## config.mk

```make
export PLATFORM = sky130hd
export DESIGN_NAME = regstat_rename
export DESIGN_NICKNAME = d
export VERILOG_FILES = /design/src/rtl/rsrt_pkg.sv /design/src/rtl/rsrt_claim_dec.sv /design/src/rtl/rsrt_slot.sv /design/src/rtl/rsrt_read_port.sv /design/src/rtl/regstat_rename.sv
export SDC_FILE = /design/constraint.sdc
export NUM_CORES = 1
export LEC_CHECK = 0
export BUFFER_PORTS_ARGS = -buffer_cell sky130_fd_sc_hd__buf_2
export CORE_ASPECT_RATIO = 0.9
export CORE_UTILIZATION = 37
export CTS_CLUSTER_DIAMETER = 200
export DETAILED_ROUTE_END_ITERATION = 7
export HOLD_SLACK_MARGIN = 0.12
export SYNTH_ARGS = -nofsm -noshare
export SYNTH_HDL_FRONTEND = slang
export SYNTH_SLANG_ARGS = --single-unit
export TNS_END_PERCENT = 30
```

## constraint.sdc

```tcl
create_clock -name clk -period 2.5 [get_ports clk]
set_input_delay 0.25 -clock clk [delete_from_list [all_inputs] [get_ports clk]]
set_output_delay 0.25 -clock clk [all_outputs]
set_load 0.01 [all_outputs]
```

## src/rtl/rsrt_pkg.sv

```systemverilog
package rsrt_pkg;

    typedef enum logic [1:0] {
        SLOT_HOLD  = 2'd0,
        SLOT_CLAIM = 2'd1,
        SLOT_FILL  = 2'd2
    } slot_op_e;

    // A rename of the slot beats a result for the tag it currently holds.
    function automatic slot_op_e pick_slot_op(input logic claim,
                                              input logic pending,
                                              input logic tag_match);
        if (claim)
            return SLOT_CLAIM;
        else if (pending && tag_match)
            return SLOT_FILL;
        else
            return SLOT_HOLD;
    endfunction

endpackage

```

## src/rtl/rsrt_claim_dec.sv

```systemverilog
module rsrt_claim_dec #(
    parameter int NREG  = 8,
    parameter int IDX_W = 3
) (
    input  logic             ren_valid,
    input  logic [IDX_W-1:0] ren_idx,
    output logic [NREG-1:0]  claim
);
    for (genvar g = 0; g < NREG; g++) begin : g_dec
        assign claim[g] = ren_valid && (ren_idx == IDX_W'(g));
    end
endmodule

```

## src/rtl/rsrt_slot.sv

```systemverilog
module rsrt_slot
    import rsrt_pkg::*;
#(
    parameter int DATA_W = 16,
    parameter int TAG_W  = 3
) (
    input  logic              clk,
    input  logic              rst_n,
    input  logic              claim,
    input  logic [TAG_W-1:0]  claim_tag,
    input  logic              bc_valid,
    input  logic [TAG_W-1:0]  bc_tag,
    input  logic [DATA_W-1:0] bc_value,
    output logic              pend_o,
    output logic [TAG_W-1:0]  tag_o,
    output logic [DATA_W-1:0] val_o,
    output logic              hit_o
);
    typedef struct packed {
        logic              pend;
        logic [TAG_W-1:0]  tag;
        logic [DATA_W-1:0] val;
    } slot_t;

    slot_t    slot_d, slot_q;
    slot_op_e op;
    logic     match;

    always_comb begin
        match  = bc_valid && (bc_tag == slot_q.tag);
        op     = pick_slot_op(claim, slot_q.pend, match);
        slot_d = slot_q;
        unique case (op)
            SLOT_CLAIM: begin
                slot_d.pend = 1'b1;
                slot_d.tag  = claim_tag;
            end
            SLOT_FILL: begin
                slot_d.pend = 1'b0;
                slot_d.val  = bc_value;
            end
            default: ;
        endcase
    end

    always_ff @(posedge clk or negedge rst_n) begin
        if (!rst_n)
            slot_q <= '0;
        else
            slot_q <= slot_d;
    end

    assign pend_o = slot_q.pend;
    assign tag_o  = slot_q.tag;
    assign val_o  = slot_q.val;
    assign hit_o  = slot_q.pend && match;
endmodule

```

## src/rtl/rsrt_read_port.sv

```systemverilog
module rsrt_read_port #(
    parameter int NREG   = 8,
    parameter int IDX_W  = 3,
    parameter int DATA_W = 16,
    parameter int TAG_W  = 3
) (
    input  logic [IDX_W-1:0]             idx,
    input  logic [NREG-1:0]              pend,
    input  logic [NREG-1:0][TAG_W-1:0]   tags,
    input  logic [NREG-1:0][DATA_W-1:0]  vals,
    input  logic [NREG-1:0]              hits,
    input  logic [DATA_W-1:0]            bc_value,
    output logic                         ready,
    output logic [DATA_W-1:0]            value,
    output logic [TAG_W-1:0]             tag
);
    always_comb begin
        ready = 1'b1;
        value = vals[idx];
        tag   = '0;
        if (hits[idx]) begin
            value = bc_value;
        end else if (pend[idx]) begin
            ready = 1'b0;
            value = '0;
            tag   = tags[idx];
        end
    end
endmodule

```

## src/rtl/regstat_rename.sv

```systemverilog
module regstat_rename #(
    parameter int NREG   = 8,
    parameter int DATA_W = 16,
    parameter int TAG_W  = 3,
    localparam int IDX_W = (NREG > 1) ? $clog2(NREG) : 1
) (
    input  logic              clk,
    input  logic              rst_n,
    input  logic [IDX_W-1:0]  src0_idx,
    output logic              src0_ready,
    output logic [DATA_W-1:0] src0_value,
    output logic [TAG_W-1:0]  src0_tag,
    input  logic [IDX_W-1:0]  src1_idx,
    output logic              src1_ready,
    output logic [DATA_W-1:0] src1_value,
    output logic [TAG_W-1:0]  src1_tag,
    input  logic              ren_valid,
    input  logic [IDX_W-1:0]  ren_idx,
    input  logic [TAG_W-1:0]  ren_tag,
    input  logic              bcast_valid,
    input  logic [TAG_W-1:0]  bcast_tag,
    input  logic [DATA_W-1:0] bcast_value
);
    localparam int NPORT = 2;

    logic [NREG-1:0]             claim;
    logic [NREG-1:0]             ent_pend;
    logic [NREG-1:0][TAG_W-1:0]  ent_tag;
    logic [NREG-1:0][DATA_W-1:0] ent_val;
    logic [NREG-1:0]             ent_hit;

    logic [NPORT-1:0][IDX_W-1:0]  rd_idx;
    logic [NPORT-1:0]             rd_ready;
    logic [NPORT-1:0][DATA_W-1:0] rd_value;
    logic [NPORT-1:0][TAG_W-1:0]  rd_tag;

    rsrt_claim_dec #(.NREG(NREG), .IDX_W(IDX_W)) u_dec (
        .ren_valid (ren_valid),
        .ren_idx   (ren_idx),
        .claim     (claim)
    );

    for (genvar g = 0; g < NREG; g++) begin : g_slot
        rsrt_slot #(.DATA_W(DATA_W), .TAG_W(TAG_W)) u_slot (
            .clk       (clk),
            .rst_n     (rst_n),
            .claim     (claim[g]),
            .claim_tag (ren_tag),
            .bc_valid  (bcast_valid),
            .bc_tag    (bcast_tag),
            .bc_value  (bcast_value),
            .pend_o    (ent_pend[g]),
            .tag_o     (ent_tag[g]),
            .val_o     (ent_val[g]),
            .hit_o     (ent_hit[g])
        );
    end

    assign rd_idx[0] = src0_idx;
    assign rd_idx[1] = src1_idx;

    for (genvar p = 0; p < NPORT; p++) begin : g_port
        rsrt_read_port #(
            .NREG(NREG), .IDX_W(IDX_W), .DATA_W(DATA_W), .TAG_W(TAG_W)
        ) u_rd (
            .idx      (rd_idx[p]),
            .pend     (ent_pend),
            .tags     (ent_tag),
            .vals     (ent_val),
            .hits     (ent_hit),
            .bc_value (bcast_value),
            .ready    (rd_ready[p]),
            .value    (rd_value[p]),
            .tag      (rd_tag[p])
        );
    end

    assign src0_ready = rd_ready[0];
    assign src0_value = rd_value[0];
    assign src0_tag   = rd_tag[0];
    assign src1_ready = rd_ready[1];
    assign src1_value = rd_value[1];
    assign src1_tag   = rd_tag[1];
endmodule

```

==> summary.md, run 1 <==
| Metric | Value |
|---|---|
| Initial antenna violation count | 0 |
| Die height | around 150 µm |
| DR vias | 6739 |
| Setup crit end kind | primary output |
| ANT cells | 0 |
| Placed wire-length estimate | 16490 µm |
| Vias per inst | ~5.6 |
| Commonest cells after routing, fill and taps aside | nand2_1, dfrtp_1, o21ai_0, mux4_2, buf_2 |
| Global-route wire length before repair | about 40000 µm |
| IO Port Bufs | between 70 and 80 |
| Post-route ant nets | 0 |
| Number of global-route vias before repair | between 6000 and 7000 |
| Worst-skew pair later-pin latency | 0.43 ns |
| Combinational power share | 35.9% |
| Fillers | 2156 |
| Most area-consuming cells after synthesis | dfrtp_1, mux4_2, nand2_1, o21ai_0, mux2i_1 |
| Layout cell share with drive strength beyond 1 | a little over a third |
| Initial DRC count | 510 |
| Inserted Clock Buffers | 17 |
| Commonest non-fill, non-tap cell in the layout | nand2_1 |
| Post-detailed-route DRC marker count | 5 |
| Reg-to-Reg Start | g_slot[4].u_slot.tag_o[1]$_DFFE_PN0N_ |
| Row Count | 53 |
| Switching Share | between 30% and 40% |
| Grt total ovfl | 0 |
| Global placement routability congestion | 0.8892 |
| WL/cell | about 21 µm |
| #FFs+latches synth | between 150 and 200 |
| CTS tree | done |
| Pint | roughly 0.0074 W |
| Least-Margin Pin Slew | approximately 0.7 ns |
| Die Span X | about 170 µm |
| Nets | 918 |
| Area of the core | approximately 24000 µm² |
| I/O pins | 75 |
| Die footprint | around 25000 µm² |
| Final Hold Fails | 0 |
| Ys flop type | dfrtp_1 |
| Worst hold path depth | 2 |
| Max Cap Viol | 0 |
| Yosys cell types | 31 |
| H-tree Lvls | 4 |
| Drt first pass iters | 7 |
| CP Class | register to primary output |
| NetSw | around 0.004 W |
| Setup TNS | -3.961 ns |
| Worst Skew | between 0.01 and 0.015 ns |
| Setup crit start | g_slot[6].u_slot.tag_o[0]$_DFFE_PN0N_ |
| R2r setup slk | between 0.3 and 0.4 ns |
| Finished Core Util | a little under half |
| Initial Util | approximately two fifths |
| Synth top area share | 44.38% |
| Clock power frac | 22.9% |
| Deepest clock path buffer count | 2 |
| Syn avg cell area | 11.41 µm² |
| Max VDD drop | approximately 0.51 mV |
| Clock root cell | clkbuf_16 |
| Hold Crit Start | ren_idx[1] |
| Cells after DPL | between 1000 and 1500 |
| Worst reg2reg path depth | 11 |
| Worst Hold Class | input pin to register |
| Slew Viols, Final | 0 |
| Post-synth top area cell | dfrtp_1 |
| Max Freq | 376.0 MHz |
| Async SR Flop Fraction | between 90% and 100% |
| Clk slew on worst S/H paths | approximately 0.07 ns |
| Crit path time final | about 2.7 ns |
| Slack of the critical path | -0.1598 ns |
| Critical path data arrival time | roughly 2.4 ns |
| Failing checks | design-rule violations, negative setup slack |
| WP data required | between 2 and 2.5 ns |
| Post-route insts no fill | 1197 |
| Final setup viols | 39 |
| Power Total | ~0.011 W |
| Leak pwr | 4.802 nW |
| Syn Inst Count | about 790 |
| Largest fanout on the critical path | 7 |
| Hold Path End | g_slot[4].u_slot.pend_o$_DFFE_PN0P_ |
| Largest net degree at the start of global routing | between 70 and 80 |
| RSZ-0062 raised after global routing | yes |
| Sequential element share of the synthesized area | between 40 and 50% |
| Crit start category | register |
| Clk sinks | 160 |
| FF-to-FF End | g_slot[4].u_slot.val_o[7]$_DFFE_PN0N_ |
| Relative slew margins | a little over half |
| Post-synth EDFFs | 0 |
| Synth warn | 0 |
| Placement Setup Slack | 0.07965 ns |
| Total Routed Length | 25010 µm |
| Tot GR Track Use | a little over a fifth |
| Synth-to-layout area growth | 19.79% |
| Post-synthesis cell area | between 9000 and 10000 µm² |
| Outcome | finished with violations |
| Final critical-path share of the clock period | 106.4% |
| Pwr dens | about 1000 nW/µm² |
| Synth Net Count | between 800 and 900 |
| Flop pwr share | between 40% and 50% |
## state kept, by name, summed over array words and instances, names as in the netlist
name                  count
g_slot.u_slot.pend_o      8
g_slot.u_slot.tag_o      24
g_slot.u_slot.val_o     128
## worst max-delay path: stages (launching register included)
cell	delay, ns
dfrtp_1	0.43
xor2_2	0.19
nor4_2	0.32
buf_4	0.18
o221ai_2	0.10
o22a_4	0.28
buf_12	0.17
o22ai_4	0.14
buf_2	0.15
## logic make-up (layout without fill, tap and decap cells)
group | Yosys count | in the layout | synth area share [%]
compound gates | 180 | 180 | 12.04
xor+xnor | 24 | 24 | 2.330
buf+inv | 81 | 185 | 4.257
flops | 160 | 160 | 44.38
mux | 136 | 136 | 26.52
simple gates | 210 | 210 | 10.48
## layer usage
layer / vias up / global-route usage [%] / routed length, µm
met5: - / 0 / 0
met2: 212 / 33.05 / 11860
met4: 0 / 7.639 / 465
met1: 3407 / 29.62 / 11310
met3: 33 / 3.575 / 1379
li1: 3087 / - / -
## timing repair
| action | 4_1_cts | 5_1_grt |
|---|---|---|
| pin swaps | 12 | 1 |
| hold buffers | 1 | 0 |
| setup endpoints to repair | 39 | 40 |
| setup buffers | 13 | 3 |
| endpoints found under the hold margin | 66 | 0 |
| gates resized for setup | 18 | 19 |
## metrics by stage
step | area, µm² | hold WS (ns)
after global routing | 10810 | 0.1906
after detailed placement | 9886 | 0.3117
after floorplan | 9022 | -0.04559
final | 10810 | 0.1531
after global placement | 9886 | 0.3160
after CTS | 10670 | 0.1412
## Yosys cell counts, types with 4 or more instances
cell type and number:
nand2_1 174, dfrtp_1 160, o21ai_0 125, mux4_2 80, clkbuf_1 34, mux2i_1 32, mux2_2 24, xor2_1 24
o22ai_1 22, inv_1 19, buf_2 16, o22ai_2 14, nand2b_1 11, o41ai_1 8, and3_1 6, buf_6 6
nor4_2 6, o21ai_1 5, buf_4 4, o221ai_1 4
## cell type report
type / instances / area, µm² / area share (%)
Timing Repair Buffer: 135 / 979.7 / 9.065
Clock buffer: 19 / 442.9 / 4.098
Multi-Input combinational cell: 550 / 4798 / 44.40
Inverter: 19 / 71.32 / 0.6599
Clock inverter: 12 / 133.9 / 1.239
Tap cell: 302 / 377.9 / 3.496
Sequential cell: 160 / 4004 / 37.05
## worst max path at each step
stage | to | slack (ns) | cells past startpoint
after CTS | src1_value[1] | -0.13 | 8
after global routing | src1_value[1] | -0.28 | 8
final | src1_value[1] | -0.16 | 8
after global placement | src1_ready | 0.14 | 9
after detailed placement | src1_value[8] | 0.08 | 9
after floorplan | src1_value[5] | 0.55 | 6
## power groups by stage
stage | Clock [W] | Sequential [W] | Combinational (W)
global placement | 0 | 0.00461 | 0.00370
detailed placement | 0 | 0.00468 | 0.00381
floorplan | 0 | 0.00437 | 0.00284
CTS | 0.00264 | 0.00464 | 0.00394
finish | 0.00259 | 0.00467 | 0.00406
global route | 0.00273 | 0.00482 | 0.00449
(Power assumes the default switching activity.)
==> run 2: changes to the inputs <==
BUFFER_PORTS_ARGS = -buffer_cell sky130_fd_sc_hd__buf_4   (was -buffer_cell sky130_fd_sc_hd__buf_2)
==> run 2 against run 1 <==
  * The flow still finishes with violations (design-rule violations, negative setup slack)
  * Core utilization is 0.82 points higher
  * Total power is 2.1% higher
  * Worst setup slack worse by 0.016 ns
  * Highest routed layer unchanged
  * Routed wire length is 1.4% higher
  * Critical path type unchanged
  * Register-to-register slack got worse by 0.20 ns
  * Critical path depth shrank 1
  * Largest cell class unchanged
==> summary.md, run 2 (synthesis results as in run 1) <==
| Metric | Value |
|---|---|
| Outcome | finished with violations (unchanged) |
| Failing checks | design-rule violations, negative setup slack (unchanged) |
| Total Routed Length | 25360 µm (was 25010 µm) |
| WP data required | 2.25 ns (about the same) |
| Tot GR Track Use | 21.08% (about the same) |
| Area of placed instances | 9998 µm² (was 9886 µm²) |
| Clk sinks | 160 (unchanged) |
| Global-route wire length before repair | 39340 µm (was 39680 µm) |
| Nets | 921 (was 918) |
| Largest net degree at the start of global routing | 64 (was 71) |
| Synth-to-layout area growth | 21.94% (was 19.79%) |
| Commonest cells after routing, fill and taps aside | nand2_1, dfrtp_1, o21ai_0, buf_4, mux4_2 (was nand2_1, dfrtp_1, o21ai_0, mux4_2, buf_2) |
| Clock root cell | clkbuf_16 (unchanged) |
| Final cell area excluding filler cells | 11000 µm² (was 10810 µm²) |
| WL/cell | 21.14 µm (was 20.90 µm) |
| Initial DRC count | 484 (was 510) |
| Die footprint | 25010 µm² (unchanged) |
| Grt total ovfl | 0 (unchanged) |
| Drt first pass iters | 7 (unchanged) |
| Met2 WL | 11980 µm (was 11860 µm) |
| Commonest non-fill, non-tap cell in the layout | nand2_1 (unchanged) |
| Final critical-path share of the clock period | 107.0% (was 106.4%) |
| CP Class | register to primary output (unchanged) |
| Die height | 150.1 µm (unchanged) |
| Slew Viols, Final | 0 (unchanged) |
| Relative slew margins | 57.91% (was 53.98%) |
| Setup crit start | g_slot[2].u_slot.tag_o[1]$_DFFE_PN0N_ (was g_slot[6].u_slot.tag_o[0]$_DFFE_PN0N_) |
| Max reg flops | 128 (unchanged) |
| Crit start category | register (unchanged) |
| Post-detailed-route DRC marker count | 5 (unchanged) |
| Fillers | 2158 (was 2156) |
| H-tree Lvls | 4 (unchanged) |
| DR WL met3 | 1518 µm (was 1379 µm) |
| Global placement routability congestion | 0.9459 (was 0.8892) |
| Reg-to-Reg Start | g_slot[1].u_slot.tag_o[0]$_DFFE_PN0N_ (was g_slot[4].u_slot.tag_o[1]$_DFFE_PN0N_) |
| Post-route insts no fill | 1200 (was 1197) |
| Worst Hold Class | input pin to register (unchanged) |
| Deepest clock path buffer count | 2 (unchanged) |
| Setup TNS | -4.373 ns (was -3.961 ns) |
| DR top layer | met4 (unchanged) |
| Slack of the critical path | -0.1762 ns (was -0.1598 ns) |
| I/O pins | 75 (unchanged) |
| Layout cell share with drive strength beyond 1 | 34.97% (about the same) |
| Die Span X | 166.6 µm (unchanged) |
| Vias per inst | 5.633 (was 5.630) |
| Post-route ant nets | 0 (unchanged) |
| Final Hold Fails | 0 (unchanged) |
| Row Count | 53 (unchanged) |
| Cells after DPL | 1143 (was 1149) |
| Worst Skew | 0.01298 ns (was 0.01063 ns) |
| Critical path data arrival time | 2.43 ns (was 2.41 ns) |
| Setup crit end kind | primary output (unchanged) |
| Worst-skew pair later-pin latency | 0.43 ns (about the same) |
| Max Cap Viol | 0 (unchanged) |
| Final setup viols | 38 (was 39) |
| Placed wire-length estimate | 15960 µm (was 16490 µm) |
| Max Freq | 373.7 MHz (was 376.0 MHz) |
| Inserted Clock Buffers | 17 (unchanged) |
| Hold Crit Start | ren_tag[2] (was ren_idx[1]) |
| IO Port Bufs | 74 (unchanged) |
| Clk slew on worst S/H paths | 0.07 ns (about the same) |
| Worst hold slack | 0.1464 ns (was 0.1531 ns) |
| Max VDD drop | 0.5715 mV (was 0.5148 mV) |
| RSZ-0062 raised after global routing | yes (unchanged) |
| Least-Margin Pin Slew | 0.6313 ns (was 0.6903 ns) |
| Met1 wire length | 11440 µm (was 11310 µm) |
| Leak pwr | 4.860 nW (was 4.802 nW) |
| ANT cells | 0 (unchanged) |
| CTS tree | done (unchanged) |
| Crit path time final | 2.676 ns (was 2.660 ns) |
| Initial antenna violation count | 0 (unchanged) |
| Initial Util | 38.11% (unchanged) |
| Area of the core | 23670 µm² (unchanged) |
| Power Total | 0.01155 W (was 0.01131 W) |
| Pwr dens | 1050 nW/µm² (was 1047 nW/µm²) |
| Largest fanout on the critical path | 16 (was 7) |
| DR vias | 6759 (was 6739) |
| Number of global-route vias before repair | 6700 (was 6870) |
==> run 2: changes by cell type in the layout (fill, tap and decap cells not counted), sizes merged <==
cell | previous run | this run
inv | 22 | 21
buf | 134 | 135
bufinv | 2 | 3
dlygate4sd3 | 1 | 2
clkinv | 5 | 6
clkbuf | 19 | 18
o22a | 2 | 3
==> run 2: per-layer routing <==
| metal | vias to the layer above | global-route usage, % |
|---|---|---|
| li1 | 3104 | - |
| met1 | 3411 | 29.23 |
| met4 | 0 | 6.157 |
| met3 | 36 | 4.390 |
| met5 | - | 0 |
| met2 | 208 | 33.53 |
==> run 2: final timing paths <==
path | end | slack, ns | depth (start not counted)
worst max register to register | g_slot[1].u_slot.val_o[12]$_DFFE_PN0N_ | 0.15 | 12
worst min-delay path | g_slot[7].u_slot.tag_o[2]$_DFFE_PN0N_ | 0.15 | 2
worst max-delay path | src1_value[0] | -0.18 | 7
worst min register to register | g_slot[6].u_slot.val_o[2]$_DFFE_PN0N_ | 0.49 | 2
max in group asynchronous | g_slot[2].u_slot.pend_o$_DFFE_PN0P_ | 1.45 | 3
min in group asynchronous | g_slot[5].u_slot.tag_o[0]$_DFFE_PN0N_ | 0.38 | 2
==> run 2: worst max-delay path, cell delays in order (launching register included) <==
cell and delay [ns]:
dfrtp_1 0.44, xor2_1 0.20, nor4_4 0.34, o221ai_1 0.18, o22a_2 0.31, buf_12 0.18
o22ai_4 0.21, buf_6 0.14
==> run 2: layout make-up <==
type                            count  area (µm²)  area share (%)
Multi-Input combinational cell    551        4826           43.86
Sequential cell                   160        4004           36.39
Timing Repair Buffer              137        1130           10.27
Clock buffer                       18       429.2           3.901
Tap cell                          302       377.9           3.435
Clock inverter                     13       163.9           1.490
Inverter                           19       71.32          0.6482
==> run 2: power breakdown <==
part           switching, W  total, W  internal (W)
clock network       0.00108   0.00265       0.00157
logic               0.00197   0.00428       0.00230
registers          0.000881   0.00462       0.00374
==> run 2: per-stage QoR <==
step                      worst slack [ns]  utilization (%)
after floorplan                     0.5494                -
after global placement              0.1945            42.23
after detailed placement            0.1354            42.23
after CTS                          -0.1170            46.05
after global routing               -0.2500            46.47
final                              -0.1762            46.47
==> run 2: what timing repair did <==
| item | CTS | global route |
|---|---|---|
| hold buffers | 2 | 0 |
| hold endpoints to repair | 63 | 0 |
| resized for setup | 23 | 13 |
| cloned | 1 | 0 |
| endpoints found under the setup margin | 36 | 40 |
| setup buffers | 21 | 2 |
| pin swaps | 11 | 8 |
==> run 3: changes to the inputs <==
SYNTH_HIERARCHICAL = 1   (was unset)
==> run 3 against run 2 <==
  * The flow finishes with violations (negative setup slack)
  * Routed wire length rose by 5.1%
  * Clock power increased by 6%
  * Combinational power is 25% higher
  * Synthesized cell count fell by 20%
  * Total power grew 11%
  * Synthesized area grew 8.7%
  * Register-to-register slack worse by 0.34 ns
  * Via count is 7.8% lower
  * Critical path type unchanged
  * Critical endpoint is now src1_value[2]
==> summary.md, run 3 <==
| Metric | Value |
|---|---|
| Leak pwr | 5.074 nW (was 4.860 nW) |
| Yosys cell types | 26 (was 31) |
| CP Class | register to primary output (unchanged) |
| RSZ-0062 raised after global routing | yes (unchanged) |
| Max reg flops | 128 (unchanged) |
| Clk sinks | 160 (unchanged) |
| Post-synthesis cell area | 9811 µm² (was 9022 µm²) |
| Die footprint | 27170 µm² (was 25010 µm²) |
| H-tree Lvls | 4 (unchanged) |
| Global placement routability congestion | 0.8485 (was 0.9459) |
| Final Hold Fails | 0 (unchanged) |
| Xor and xnor area share after synthesis | 2.143% (was 2.330%) |
| WL/cell | 24.02 µm (was 21.14 µm) |
| Ys flop type | dfrtp_1 (unchanged) |
| Global-route wire length before repair | 41810 µm (was 39340 µm) |
| Initial DRC count | 500 (was 484) |
| Drt first pass iters | 4 (was 7) |
| Synth-to-layout area growth | 20.38% (was 21.94%) |
| Least-Margin Pin Slew | 0.6831 ns (was 0.6313 ns) |
| Deepest clock path buffer count | 2 (unchanged) |
| Pwr dens | 1083 nW/µm² (was 1050 nW/µm²) |
| Tot GR Track Use | 20.51% (was 21.08%) |
| Number of global-route vias before repair | 7059 (was 6700) |
| Power Total | 0.01279 W (was 0.01155 W) |
| Max Freq | 345.3 MHz (was 373.7 MHz) |
| Post-synthesis adder-cell area fraction | 0% (unchanged) |
| Critical path data arrival time | 2.65 ns (was 2.43 ns) |
| Worst-skew pair later-pin latency | 0.43 ns (about the same) |
| Sequential element share of the synthesized area | 40.81% (was 44.38%) |
| Post-detailed-route DRC marker count | 0 (was 5) |
| Synth Area in Compound Gates | 3.112% (was 12.04%) |
| CTS tree | done (unchanged) |
| Clk slew on worst S/H paths | 0.07 ns (about the same) |
| Async SR Flop Fraction | 100.0% (unchanged) |
| Crit path time final | 2.896 ns (was 2.676 ns) |
| Final critical-path share of the clock period | 115.8% (was 107.0%) |
| Placed wire-length estimate | 16700 µm (was 15960 µm) |
| Initial Util | 37.64% (was 38.11%) |
| Largest family of logic cells by synthesized area | multiplexers (unchanged) |
| Nets | 784 (was 921) |
| Clock root cell | clkbuf_16 (unchanged) |
| Worst Hold Class | input pin to register (unchanged) |
| Worst stage delay on the critical path | 0.46 ns (was 0.44 ns) |
| Area of the core | 26070 µm² (was 23670 µm²) |
| Relative slew margins | 54.46% (was 57.91%) |
| Die height | 156.5 µm (was 150.1 µm) |
| Commonest non-fill, non-tap cell in the layout | dfrtp_1 (was nand2_1) |
| Worst-path cell chain | xnor2_2, nand4_1, nor2_2, mux4_2, mux2_4, nand2b_4, o21ai_4, buf_6 (was xor2_1, nor4_4, o221ai_1, o22a_2, buf_12, o22ai_4, buf_6) |
| Synth top area share | 40.81% (was 44.38%) |
| Multiplexer share of the synthesized area | 44.18% (was 26.52%) |
| Post-Synth Simple-Gate Area | 5.293% (was 10.48%) |
| Setup crit end kind | primary output (unchanged) |
| Grt total ovfl | 0 (unchanged) |
| WP data required | 2.25 ns (about the same) |
| Syn avg cell area | 15.43 µm² (was 11.41 µm²) |
| Critical path's slowest cell | mux4_2 (was dfrtp_1) |
| Worst Skew | 0.01403 ns (was 0.01298 ns) |
| Placement Setup Slack | -0.1126 ns (was 0.1354 ns) |
| Total Routed Length | 26670 µm (was 25360 µm) |
| Most area-consuming cells after synthesis | dfrtp_1, mux4_2, mux2_4, mux2_2, mux2i_1 (was dfrtp_1, mux4_2, nand2_1, o21ai_0, mux2i_1) |
| Synth Net Count | 671 (was 826) |
| Post-synth top cells | dfrtp_1, mux4_2, mux2_4, mux2_2, mux2i_1 (was nand2_1, dfrtp_1, o21ai_0, mux4_2, clkbuf_1) |
| Crit start category | register (unchanged) |
| Post-synth top area cell | dfrtp_1 (unchanged) |
| IO Port Bufs | 74 (unchanged) |
| DR vias | 6233 (was 6759) |
| Commonest cells after routing, fill and taps aside | dfrtp_1, buf_4, mux4_2, mux2_4, mux2_2 (was nand2_1, dfrtp_1, o21ai_0, buf_4, mux4_2) |
| ANT cells | 0 (unchanged) |
| Failing checks | negative setup slack (was design-rule violations, negative setup slack) |
| #FFs+latches synth | 160 (unchanged) |
| Most frequent cell after synthesis | dfrtp_1 (was nand2_1) |
| Post-synth EDFFs | 0 (unchanged) |
| Max Cap Viol | 0 (unchanged) |
| Slew Viols, Final | 0 (unchanged) |
| Max VDD drop | 0.5758 mV (was 0.5715 mV) |
| Final setup viols | 41 (was 38) |
| Syn Inst Count | 636 (was 791) |
| Inserted Clock Buffers | 17 (unchanged) |
| Slack of the critical path | -0.3957 ns (was -0.1762 ns) |
| Largest fanout on the critical path | 8 (was 16) |
| Setup TNS | -13.71 ns (was -4.373 ns) |
| Vias per inst | 5.615 (was 5.633) |
| Post-route ant nets | 0 (unchanged) |
| Die Span X | 173.6 µm (was 166.6 µm) |
| Row Count | 56 (was 53) |
| Largest net degree at the start of global routing | 69 (was 64) |
| Layout cell share with drive strength beyond 1 | 61.81% (was 34.97%) |
| I/O pins | 75 (unchanged) |
| Outcome | finished with violations (unchanged) |
| Synth warn | 6 (was 0) |
| Initial antenna violation count | 0 (unchanged) |
[run 3: final timing paths]
kind,startpoint,end,slack [ns],cells past startpoint
max,g_slot[3].u_slot/tag_o[0]$_DFFE_PN0N_,src1_value[2],-0.40,8
min,bcast_value[8],g_slot[4].u_slot/val_o[8]$_DFFE_PN0N_,0.14,2
max reg2reg,g_slot[3].u_slot/tag_o[0]$_DFFE_PN0N_,g_slot[3].u_slot/pend_o$_DFFE_PN0P_,-0.19,17
min reg2reg,g_slot[3].u_slot/val_o[13]$_DFFE_PN0N_,g_slot[3].u_slot/val_o[13]$_DFFE_PN0N_,0.53,1
max in group asynchronous,rst_n,g_slot[2].u_slot/val_o[13]$_DFFE_PN0N_,1.32,3
min in group asynchronous,rst_n,g_slot[7].u_slot/val_o[0]$_DFFE_PN0N_,0.39,2
[run 3: worst max-delay path, delay by kind of cell, from the launching register on]
kind,cells,cell delay (ns)
compound gates,1,0.23
simple gates,3,0.48
mux,2,0.79
xor+xnor,1,0.17
flops,1,0.41
buf+inv,1,0.13
[run 3: timing repair]
action,4_1_cts,5_1_grt
setup buffers,27,5
setup endpoints to repair,40,41
cloned,1,0
pin swaps,31,15
resized for setup,21,21
hold endpoints to repair,84,0
hold buffers,4,0
[run 3: layout make-up]
type / count / area [µm²]
clock buffers: 17 / 425.4
well taps: 348 / 435.4
flip-flops and latches: 160 / 4004
inverters: 8 / 30.03
repair buffers: 137 / 1202
clock inverters: 15 / 200.2
multi-input cells: 425 / 5513
fillers: 2291 / 14250
[run 3: per-stage QoR]
stage / std cells / util [%] / hold slack, ns / area (µm²)
2_1_floorplan: 636 / - / -0.04559 / 9811
4_1_cts: 1106 / 44.82 / 0.1209 / 11680
3_3_place_gp: 1042 / 40.99 / 0.2929 / 10680
6_report: 1110 / 45.31 / 0.1397 / 11810
3_5_place_dp: 1042 / 40.99 / 0.3070 / 10680
5_1_grt: 1110 / 45.31 / 0.1302 / 11810
[run 3: cells by family after synthesis]
family / Yosys count
mux: 278
flops: 160
simple gates: 82
buf+inv: 52
compound gates: 40
xor+xnor: 24
[run 3: power breakdown]
group / leakage [nW] / total [W] / switching (W) / internal (W)
combinational: 2.81 / 0.00535 / 0.00203 / 0.00332
sequential: 1.96 / 0.00465 / 0.000920 / 0.00373
clock: 0.300 / 0.00280 / 0.00119 / 0.00161
[run 3: layer usage]
metal / wire length (µm) / vias up / global-route usage, %
met2: 13190 / 213 / 34.04
met3: 1244 / 61 / 3.984
li1: - / 2674 / -
met1: 11510 / 3285 / 26.47
met4: 727 / 0 / 8.312
met5: 0 / - / 0
